===== config.mk =====
export PLATFORM = sky130hd
export DESIGN_NAME = cfg_regfile
export DESIGN_NICKNAME = d
export VERILOG_FILES = /design/src/rtl/cfgrf_pkg.sv /design/src/rtl/cfgrf_port_decode.sv /design/src/rtl/cfgrf_lock_fsm.sv /design/src/rtl/cfgrf_reg_bank.sv /design/src/rtl/cfgrf_read_mux.sv /design/src/rtl/cfg_regfile.sv
export SDC_FILE = /design/constraint.sdc
export NUM_CORES = 1
export LEC_CHECK = 0
export ABC_CLOCK_PERIOD_IN_PS = 3000
export BUFFER_PORTS_ARGS = -buffer_cell sky130_fd_sc_hd__buf_4
export CORE_AREA = 2 2 286 288
export DETAILED_ROUTE_END_ITERATION = 8
export DIE_AREA = 0 0 288 290
export GPL_TIMING_DRIVEN = 1
export PLACE_DENSITY = 0.52
export SLEW_MARGIN = 20
export SYNTH_ARGS = -nofsm -noshare
export SYNTH_HDL_FRONTEND = slang
export SYNTH_SLANG_ARGS = --single-unit

===== constraint.sdc =====
create_clock -name clk -period 3 [get_ports clk]
set_input_delay 0.45 -clock clk [delete_from_list [all_inputs] [get_ports clk]]
set_output_delay 0.45 -clock clk [all_outputs]
set_load 0.02 [all_outputs]

===== src/rtl/cfgrf_pkg.sv =====
package cfgrf_pkg;

    localparam int unsigned DATA_W    = 8;
    localparam int unsigned REG_COUNT = 88;   // slots 00h..57h

    localparam logic [7:0] LOCK_INDEX  = 8'h03;
    localparam logic [7:0] UNLOCK_KEY  = 8'hC5;
    localparam logic [7:0] FORCE_INDEX = 8'h18;
    localparam logic [7:0] FORCE_KEEP  = 8'h8F;
    localparam logic [7:0] FORCE_SET   = 8'h20;
    localparam logic [7:0] READ_FILL   = 8'hFF;
    localparam logic [7:0] DENSE_LO    = 8'h10;
    localparam logic [7:0] DENSE_HI    = 8'h4A;
    localparam logic [7:0] TOP_SLOT    = 8'h57;

    typedef enum logic {
        LOCK_SHUT,
        LOCK_OPEN
    } lock_state_e;

    typedef enum logic [1:0] {
        PORT_IDLE,
        PORT_INDEX,
        PORT_DATA,
        PORT_FOREIGN
    } port_sel_e;

    // slots writable in every variant
    function automatic bit base_writable(input int unsigned idx);
        return (idx >= 32'h10 && idx <= 32'h1A) || (idx == 32'h1E) ||
               (idx >= 32'h20 && idx <= 32'h27);
    endfunction

    // slots added by the extended variant
    function automatic bit ext_writable(input int unsigned idx);
        return (idx >= 32'h30 && idx <= 32'h41) || (idx == 32'h43) ||
               (idx == 32'h45) || (idx == 32'h4A) || (idx == 32'h57);
    endfunction

    // reset contents per slot
    function automatic logic [7:0] reset_value(input int unsigned idx, input bit ext);
        logic [7:0] v;
        v = 8'h00;
        if (ext) begin
            case (idx)
                32'h31:  v = 8'h88;
                32'h32:  v = 8'hC0;
                32'h38:  v = 8'hE5;
                32'h40:  v = 8'hE3;
                32'h41:  v = 8'h02;
                32'h45:  v = 8'h80;
                default: v = 8'h00;
            endcase
        end
        return v;
    endfunction

    // indices that the data port reads back
    function automatic bit data_readable(input logic [7:0] idx);
        return ((idx >= DENSE_LO) && (idx <= DENSE_HI)) || (idx == TOP_SLOT);
    endfunction

endpackage


===== src/rtl/cfgrf_port_decode.sv =====
module cfgrf_port_decode
    import cfgrf_pkg::*;
#(
    parameter int unsigned        ADDR_W     = 16,
    parameter logic [ADDR_W-1:0]  INDEX_ADDR = 16'h0022,
    parameter logic [ADDR_W-1:0]  DATA_ADDR  = 16'h0023
) (
    input  logic              strobe_i,
    input  logic              write_i,
    input  logic [ADDR_W-1:0] addr_i,
    output port_sel_e         sel_o,
    output logic              idx_wr_o,
    output logic              data_wr_o,
    output logic              rd_req_o
);

    always_comb begin
        sel_o = PORT_IDLE;
        if (strobe_i) begin
            if (addr_i == INDEX_ADDR) begin
                sel_o = PORT_INDEX;
            end else if (addr_i == DATA_ADDR) begin
                sel_o = PORT_DATA;
            end else begin
                sel_o = PORT_FOREIGN;
            end
        end
    end

    always_comb begin
        idx_wr_o  = (sel_o == PORT_INDEX) && write_i;
        data_wr_o = (sel_o == PORT_DATA) && write_i;
        rd_req_o  = strobe_i && !write_i;
    end

endmodule


===== src/rtl/cfgrf_lock_fsm.sv =====
module cfgrf_lock_fsm
    import cfgrf_pkg::*;
(
    input  logic       clk,
    input  logic       rst_n,
    input  logic       data_wr_i,
    input  logic [7:0] cur_index_i,
    input  logic [7:0] wdata_i,
    output logic       open_o
);

    lock_state_e state_q;
    lock_state_e state_d;
    logic        lock_hit;
    logic        key_ok;

    assign lock_hit = data_wr_i && (cur_index_i == LOCK_INDEX);
    assign key_ok   = (wdata_i == UNLOCK_KEY);

    // state register
    always_ff @(posedge clk) begin
        if (!rst_n) begin
            state_q <= LOCK_SHUT;
        end else begin
            state_q <= state_d;
        end
    end

    // transitions: unlock, relock, hold
    always_comb begin
        state_d = state_q;
        unique case (state_q)
            LOCK_SHUT: begin
                if (lock_hit && key_ok) begin
                    state_d = LOCK_OPEN;
                end
            end
            LOCK_OPEN: begin
                if (lock_hit && !key_ok) begin
                    state_d = LOCK_SHUT;
                end
            end
        endcase
    end

    // outputs
    always_comb begin
        unique case (state_q)
            LOCK_SHUT: open_o = 1'b0;
            LOCK_OPEN: open_o = 1'b1;
        endcase
    end

endmodule


===== src/rtl/cfgrf_reg_bank.sv =====
module cfgrf_reg_bank
    import cfgrf_pkg::*;
#(
    parameter bit EXTENDED = 1'b1
) (
    input  logic                        clk,
    input  logic                        rst_n,
    input  logic                        wr_en_i,
    input  logic [7:0]                  cur_index_i,
    input  logic [DATA_W-1:0]           wdata_i,
    output logic [REG_COUNT*DATA_W-1:0] regs_o
);

    for (genvar g = 0; g < REG_COUNT; g++) begin : g_slot
        localparam bit          WRITABLE = base_writable(g) || (EXTENDED && ext_writable(g));
        localparam logic [7:0]  INIT     = reset_value(g, EXTENDED);
        localparam bit          FORCED   = (g == int'(FORCE_INDEX));

        if (WRITABLE) begin : g_live
            logic [DATA_W-1:0] slot_q;
            logic [DATA_W-1:0] shaped;
            logic              hit;

            assign hit = wr_en_i && (cur_index_i == 8'(g));

            if (FORCED) begin : g_forced
                assign shaped = (wdata_i & FORCE_KEEP) | FORCE_SET;
            end else begin : g_plain
                assign shaped = wdata_i;
            end

            always_ff @(posedge clk) begin
                if (!rst_n) begin
                    slot_q <= INIT;
                end else if (hit) begin
                    slot_q <= shaped;
                end
            end

            assign regs_o[g*DATA_W +: DATA_W] = slot_q;
        end else begin : g_tied
            assign regs_o[g*DATA_W +: DATA_W] = INIT;
        end
    end

endmodule


===== src/rtl/cfgrf_read_mux.sv =====
module cfgrf_read_mux
    import cfgrf_pkg::*;
(
    input  logic                        clk,
    input  logic                        rst_n,
    input  logic                        rd_req_i,
    input  port_sel_e                   sel_i,
    input  logic [7:0]                  cur_index_i,
    input  logic [REG_COUNT*DATA_W-1:0] regs_i,
    output logic [DATA_W-1:0]           rdata_o,
    output logic                        rvalid_o
);

    int unsigned       slot_base;
    logic [DATA_W-1:0] rd_next;

    assign slot_base = int'(cur_index_i) * DATA_W;

    always_comb begin
        unique case (sel_i)
            PORT_INDEX: rd_next = cur_index_i;
            PORT_DATA: begin
                if (data_readable(cur_index_i)) begin
                    rd_next = regs_i[slot_base +: DATA_W];
                end else begin
                    rd_next = READ_FILL;
                end
            end
            default:    rd_next = READ_FILL;
        endcase
    end

    always_ff @(posedge clk) begin
        if (!rst_n) begin
            rvalid_o <= 1'b0;
            rdata_o  <= '0;
        end else begin
            rvalid_o <= rd_req_i;
            if (rd_req_i) begin
                rdata_o <= rd_next;
            end
        end
    end

endmodule


===== src/rtl/cfg_regfile.sv =====
module cfg_regfile
    import cfgrf_pkg::*;
#(
    parameter bit                EXTENDED   = 1'b1,
    parameter int unsigned       ADDR_W     = 16,
    parameter logic [ADDR_W-1:0] INDEX_ADDR = 16'h0022,
    parameter logic [ADDR_W-1:0] DATA_ADDR  = 16'h0023
) (
    input  logic                        clk,
    input  logic                        rst_n,
    input  logic                        io_strobe_i,
    input  logic                        io_write_i,
    input  logic [ADDR_W-1:0]           io_addr_i,
    input  logic [7:0]                  io_wdata_i,
    output logic [7:0]                  io_rdata_o,
    output logic                        io_rvalid_o,
    output logic [REG_COUNT*DATA_W-1:0] regs_o
);

    port_sel_e  port_sel;
    logic       idx_wr;
    logic       data_wr;
    logic       rd_req;
    logic       cfg_open;
    logic [7:0] cur_index;

    cfgrf_port_decode #(
        .ADDR_W     (ADDR_W),
        .INDEX_ADDR (INDEX_ADDR),
        .DATA_ADDR  (DATA_ADDR)
    ) u_decode (
        .strobe_i  (io_strobe_i),
        .write_i   (io_write_i),
        .addr_i    (io_addr_i),
        .sel_o     (port_sel),
        .idx_wr_o  (idx_wr),
        .data_wr_o (data_wr),
        .rd_req_o  (rd_req)
    );

    // index latch
    always_ff @(posedge clk) begin
        if (!rst_n) begin
            cur_index <= 8'h00;
        end else if (idx_wr) begin
            cur_index <= io_wdata_i;
        end
    end

    cfgrf_lock_fsm u_lock (
        .clk         (clk),
        .rst_n       (rst_n),
        .data_wr_i   (data_wr),
        .cur_index_i (cur_index),
        .wdata_i     (io_wdata_i),
        .open_o      (cfg_open)
    );

    cfgrf_reg_bank #(
        .EXTENDED (EXTENDED)
    ) u_bank (
        .clk         (clk),
        .rst_n       (rst_n),
        .wr_en_i     (data_wr && cfg_open),
        .cur_index_i (cur_index),
        .wdata_i     (io_wdata_i),
        .regs_o      (regs_o)
    );

    cfgrf_read_mux u_rmux (
        .clk         (clk),
        .rst_n       (rst_n),
        .rd_req_i    (rd_req),
        .sel_i       (port_sel),
        .cur_index_i (cur_index),
        .regs_i      (regs_o),
        .rdata_o     (io_rdata_o),
        .rvalid_o    (io_rvalid_o)
    );

endmodule


-- Word level (Yosys, flattened, before mapping)
Index checks and enable logic that the tools add are counted.
- register bits after elaboration: 352
- output and inout port bits: 713
- bits of input ports: 28
- logic and storage cells: 160
- reductions and logical operators: 53
- magnitude comparators: 2
- bitwise logic cells: 1
- mux-type cells: 9
- eq/ne operators: 48
- shifts and indexed selects: 1
- operators with widths (cell ; number):
    704-bit by 12-bit indexed part select with 8-bit output ; 1
    8-bit by 6-bit == test with 1-bit output, second input constant ; 24
    8-bit by 5-bit == test with 1-bit output, second input constant ; 12
    1-bit logical AND ; 50
    8-bit by 7-bit == test with 1-bit output, second input constant ; 6
    16-bit by 6-bit == test with 1-bit output, second input constant ; 2
    8-bit one-hot mux with 2 select lines ; 1
    8-bit by 2-bit == test with 1-bit output, second input constant ; 1
    8-bit == test, second input constant ; 1
    8-bit by 5-bit >= comparator with 1-bit output, second input constant ; 1
    8-bit by 7-bit less-or-equal comparator with 1-bit output, second input constant ; 1
    8-bit 2-to-1 mux ; 1
    2-bit 2-to-1 mux ; 2
    1-bit one-hot mux with 2 select lines ; 2
    1-bit 2-to-1 mux ; 3
    2-bit by 1-bit == test with 1-bit output, second input constant ; 1
    2-bit == test, second input constant ; 1
    1-bit zero test ; 2
    1-bit logical OR ; 1
    1-bit inverter ; 1

-- Depth between registers and ports, before layout
- depth after elaboration: 10
- depth in mapped cells: 10
- gate-level depth less buffers: 6

-- Cells and area by module
From an unflattened synthesis, not the netlist that was laid out.
- cell total of the unflattened synthesis: 2319
- area total of the unflattened synthesis: 22307.6 um2
- by module, submodules not included (module ; sequential area each (um2) ; instances ; area an instance (um2) ; cells each):
    cfgrf_reg_bank ; 6686.4 ; 1 ; 15215.8 ; 1541
    cfgrf_read_mux ; 180.2 ; 1 ; 6612.6 ; 731
    cfg_regfile ; 160.2 ; 1 ; 307.8 ; 26
    cfgrf_port_decode ; 0.0 ; 1 ; 86.3 ; 12
    cfgrf_lock_fsm ; 20.0 ; 1 ; 85.1 ; 9

-- Least setup slack after synthesis
Ideal clock, no wire load.
- path kind: in2reg
- start: input io_addr_i[3]
- end: register u_bank.g_slot[65].g_live.slot_q[0]
- buffers on the path: 3
- setup time: 129 ps
- arrival time: 2115 ps
- stages on the path: 8
- path slack: 756 ps
- required time: 2871 ps
- cell sequence: nor4b_1 > and4_1 > buf_4 > nand3_4 > buf_6 > nor3_1 > clkbuf_1 > o21ai_0
- cells in the longest elaborated chain, start to end: 8
- elaborated cells on any way between the ends: 9
- classes of those cells: 3 x eq/ne; 3 x mux; 3 x reduce/logical
- ends and longest elaborated chain (item ; RTL line ; text):
    start, declared ; cfg_regfile.sv:13 ; input logic [ADDR_W-1:0] io_addr_i,
    16-bit by 6-bit == test with 1-bit output ; cfgrf_port_decode.sv:22 ; end else if (addr_i == DATA_ADDR) begin
    1-bit 2-to-1 mux ; cfgrf_port_decode.sv:22 ;
    2-bit 2-to-1 mux (*) ; cfgrf_port_decode.sv:20 ; if (addr_i == INDEX_ADDR) begin
    2-bit 2-to-1 mux (*) ; cfgrf_port_decode.sv:19 ; if (strobe_i) begin
    2-bit == test (*) ; cfgrf_port_decode.sv:32 ; data_wr_o = (sel_o == PORT_DATA) && write_i;
    1-bit logical AND (*) ; cfgrf_port_decode.sv:32 ;
    1-bit logical AND (*) ; cfg_regfile.sv:64 ; .wr_en_i (data_wr && cfg_open),
    1-bit logical AND (*) ; cfgrf_reg_bank.sv:24 ; assign hit = wr_en_i && (cur_index_i == 8'(g));
    end signal, assigned ; cfgrf_reg_bank.sv:36 ; slot_q <= shaped;
    end, declared ; cfgrf_reg_bank.sv:20 ; logic [DATA_W-1:0] slot_q;
Mark *: on every way between the ends. The rest lies on a longest branch, timed or not.
A chain may end at the register's enable or synchronous reset.

-- Worst setup path in the final report
- start: register cur_index[0]
- end: register u_rmux.rdata_o[6]
- cells in the longest elaborated chain, start to end: 5
- elaborated cells on any way between the ends: 8
- classes of those cells: 2 x order compare; 1 x eq/ne; 1 x shift; 2 x mux; 2 x reduce/logical
- ends and longest elaborated chain (item ; RTL line ; text):
    start, declared ; cfg_regfile.sv:25 ; logic [7:0] cur_index;
    start signal, assigned ; cfg_regfile.sv:46 ; cur_index <= io_wdata_i;
    branches (longest 3 deep; another with 704-bit by 12-bit indexed part select with 8-bit output) ; -- ;
    8-bit 2-to-1 mux (*) ; cfgrf_read_mux.sv:23 ; if (data_readable(cur_index_i)) begin
    8-bit one-hot mux with 2 select lines (*) ; cfgrf_read_mux.sv:20 ; unique case (sel_i)
    end signal, assigned ; cfgrf_read_mux.sv:40 ; rdata_o <= rd_next;
    end, declared ; cfgrf_read_mux.sv:10 ; output logic [DATA_W-1:0] rdata_o,
Mark *: on every way between the ends.

==> results.toml <==
[cts]
cts-root-buf = "clkbuf_16"
cts.clk_slew.worst_paths_ps = 60
cts_buffers = 44
clockBufferDepth = 3
cts-resized-gates = 0
post-cts-setup-buffer-count = 0
htreeDepth = 2
insertion_delay_ps = 600
ctsHoldBuffers = 0
cts_sinks = 352
tritoncts = "built"

[synthesis]
synth_largest_area_cell = "dfxtp_1"
synth.avg_cell_area_um2 = 8.67
yosys.area.top_type_share_pct = 37.5
synthFlopType = "dfxtp_1"
syn_inst = 2165
syn_area_mm2 = 0.0188
synth_seq_cells = 352
synth.area.top_cells = "dfxtp_1 38%, buf_4 15%, mux2i_1 7.5%"
yosysWarnings = 0
ys_types = 61
synth_edf_count = 0
async_flop_share_pct = 0
yosysSeqAreaShare_pct = 37.5

[global_routing]
antenna_found_initial = 3
grt_pass1_vias = 14400
grt_pass1_wl_um = 116000
grt_remaining_overflow = 0
grt_max_degree = 181
grt_util_all_layers_pct = 19.5

[layout]
final_nets = 2557
ff_latch_area_mm2 = 0.00706
fillers = 8552
final_common_cell = "buf_4"
layout_common_cells = "475 x buf_4, 370 x conb_1, 349 x dfxtp_1"
area_growth_pct = 25.2
multiInputGateArea_mm2 = 0.00960
layout-drive-gt1-share_pct = 25.9

[pwr]
cellLeakagePower_nw = 9.34
p_per_area_mw_per_mm2 = 477
peakVddDrop_mv = 0.450

[placed_design]
place_ws_ps = 318
routabilityCongestion = 0.904
port_buffers = 370
dp_hpwl_um = 64500

[route]
vias = 16000
dr.pass1.iters = 7
drc = 0
routedWlPerCell_um = 23.6
wl_um = 85400
vias_per_cell = 4.42
postRouteAntennaNets = 0
drt-initial-drc-count = 1335

[min_path]
hold_path_class = "input pin to flop"

[timing]
maxSlewHeadroom_pct = 43.4
clock.fmax_mhz = 382
final-hold-violation-count = 0
period_share_pct = 87.2
fin_skew_ps = 39.2
tightest_slew_ps = 847
tns_ps = 0
rsz0062_at_grt = "false"
layout_min_cycle_time_ps = 2610
slew_violations = 0
setup_ws_ps = 385
hold_slack_ps = 190
finalSetupViolations = 0

[floorplanning]
rows = 104
die_w_um = 288
core_area_mm2 = 0.0802
dieArea_mm2 = 0.0835
start_util_pct = 23.4
io_pins = 741
die_height_um = 290

[status]
outcome = "completed"

[flow_run]
maxCapViolations = 0

[worst_setup_path]
required_ps = 3450
r2r_slack_ps = 390
cp.arrival_ps = 3060
worst_setup_path_end_kind = "flop"
path_class = "flop to flop"
start_kind = "flop"
worstPathMaxFanout = 25
[final cells by class]
type / count / share of cell area (%)
Antenna cell: 3 / 0.0320
Clock buffer: 58 / 5.25
Clock inverter: 23 / 1.36
Inverter: 8 / 0.128
Multi-Input combinational cell: 1630 / 40.9
Sequential cell: 352 / 30.0
Tap cell: 1060 / 5.64
Timing Repair Buffer: 493 / 16.7
[state kept, by name (all words and copies together), names as in the netlist, named ones only]
name and flops:
u_rmux.rdata_o 8, cur_index 8, u_rmux.rvalid_o 1, u_bank.g_slot.g_live.slot_q 334
[metrics by stage]
stage / instance area, µm² / instances / util, % / total power, mW
4_1_cts: 23500 / 3624 / 29.3 / 11.3
3_5_place_dp: 21900 / 3543 / 27.4 / 5.58
6_report: 23500 / 3627 / 29.3 / 11.2
3_3_place_gp: 21900 / 3543 / 27.4 / 5.58
5_1_grt: 23500 / 3624 / 29.3 / 11.6
2_1_floorplan: 20200 / 2534 / - / 5.75
[cells in the mapped netlist, drive strengths merged, types with 6 or more instances]
cell type and number:
dfxtp 352, mux4 61, a22o 7, mux2i 141, nor2 47, buf 412, nor4 9, nand2 318
nor2b 41, clkbuf 132, or3 8, nand4 14, a31oi 9, inv 7, a21boi 17, nor3 18
a21oi 12, mux2 10, a22oi 8, nand3 229, o21a 6, o21ai 234, o31ai 7, and2 8
[metal layers]
metal	track usage [%]	routed length, µm
met5	0	0
met3	6.74	8390
met2	31.6	40500
met4	5.22	2120
met1	24.4	34400
[power breakdown]
group	total (mW)	internal (mW)	switching [mW]
clock	5.73	3.37	2.36
combinational	0.797	0.0825	0.715
sequential	4.69	4.68	0.00595
[cell families (layout without fill, tap and decap cells)]
| group | after synthesis | in the layout | synth area share [%] |
|---|---|---|---|
| AOI/OAI and AO/OA | 336 | 336 | 10.3 |
| buffers and inverters | 552 | 582 | 18.7 |
| DFF | 352 | 352 | 37.5 |
| muxes | 212 | 212 | 15.4 |
| other | 1 | 373 | 0.0200 |
| and+or+nand+nor | 712 | 712 | 17.9 |
[critical path: stages, from the launching register on]
cell and delay, ps:
dfxtp_4 630, buf_12 240, mux4_2 580, a211oi_1 330, buf_4 160, a211oi_1 50
a2111oi_0 370, a21oi_1 120
[worst paths after layout]
check,start,endpoint,depth (start not counted)
setup / recovery,cur_index[0]$_SDFFE_PN0P_,u_rmux.rdata_o[6]$_SDFFE_PN0P_,7
hold / removal,io_wdata_i[5],u_bank.g_slot[69].g_live.slot_q[5]$_SDFFE_PN0P_,3
setup reg to reg,cur_index[0]$_SDFFE_PN0P_,u_rmux.rdata_o[6]$_SDFFE_PN0P_,7
hold reg to reg,u_bank.g_slot[53].g_live.slot_q[4]$_SDFFE_PN0P_,u_bank.g_slot[53].g_live.slot_q[4]$_SDFFE_PN0P_,2
Power figures use the tool's default switching activity.
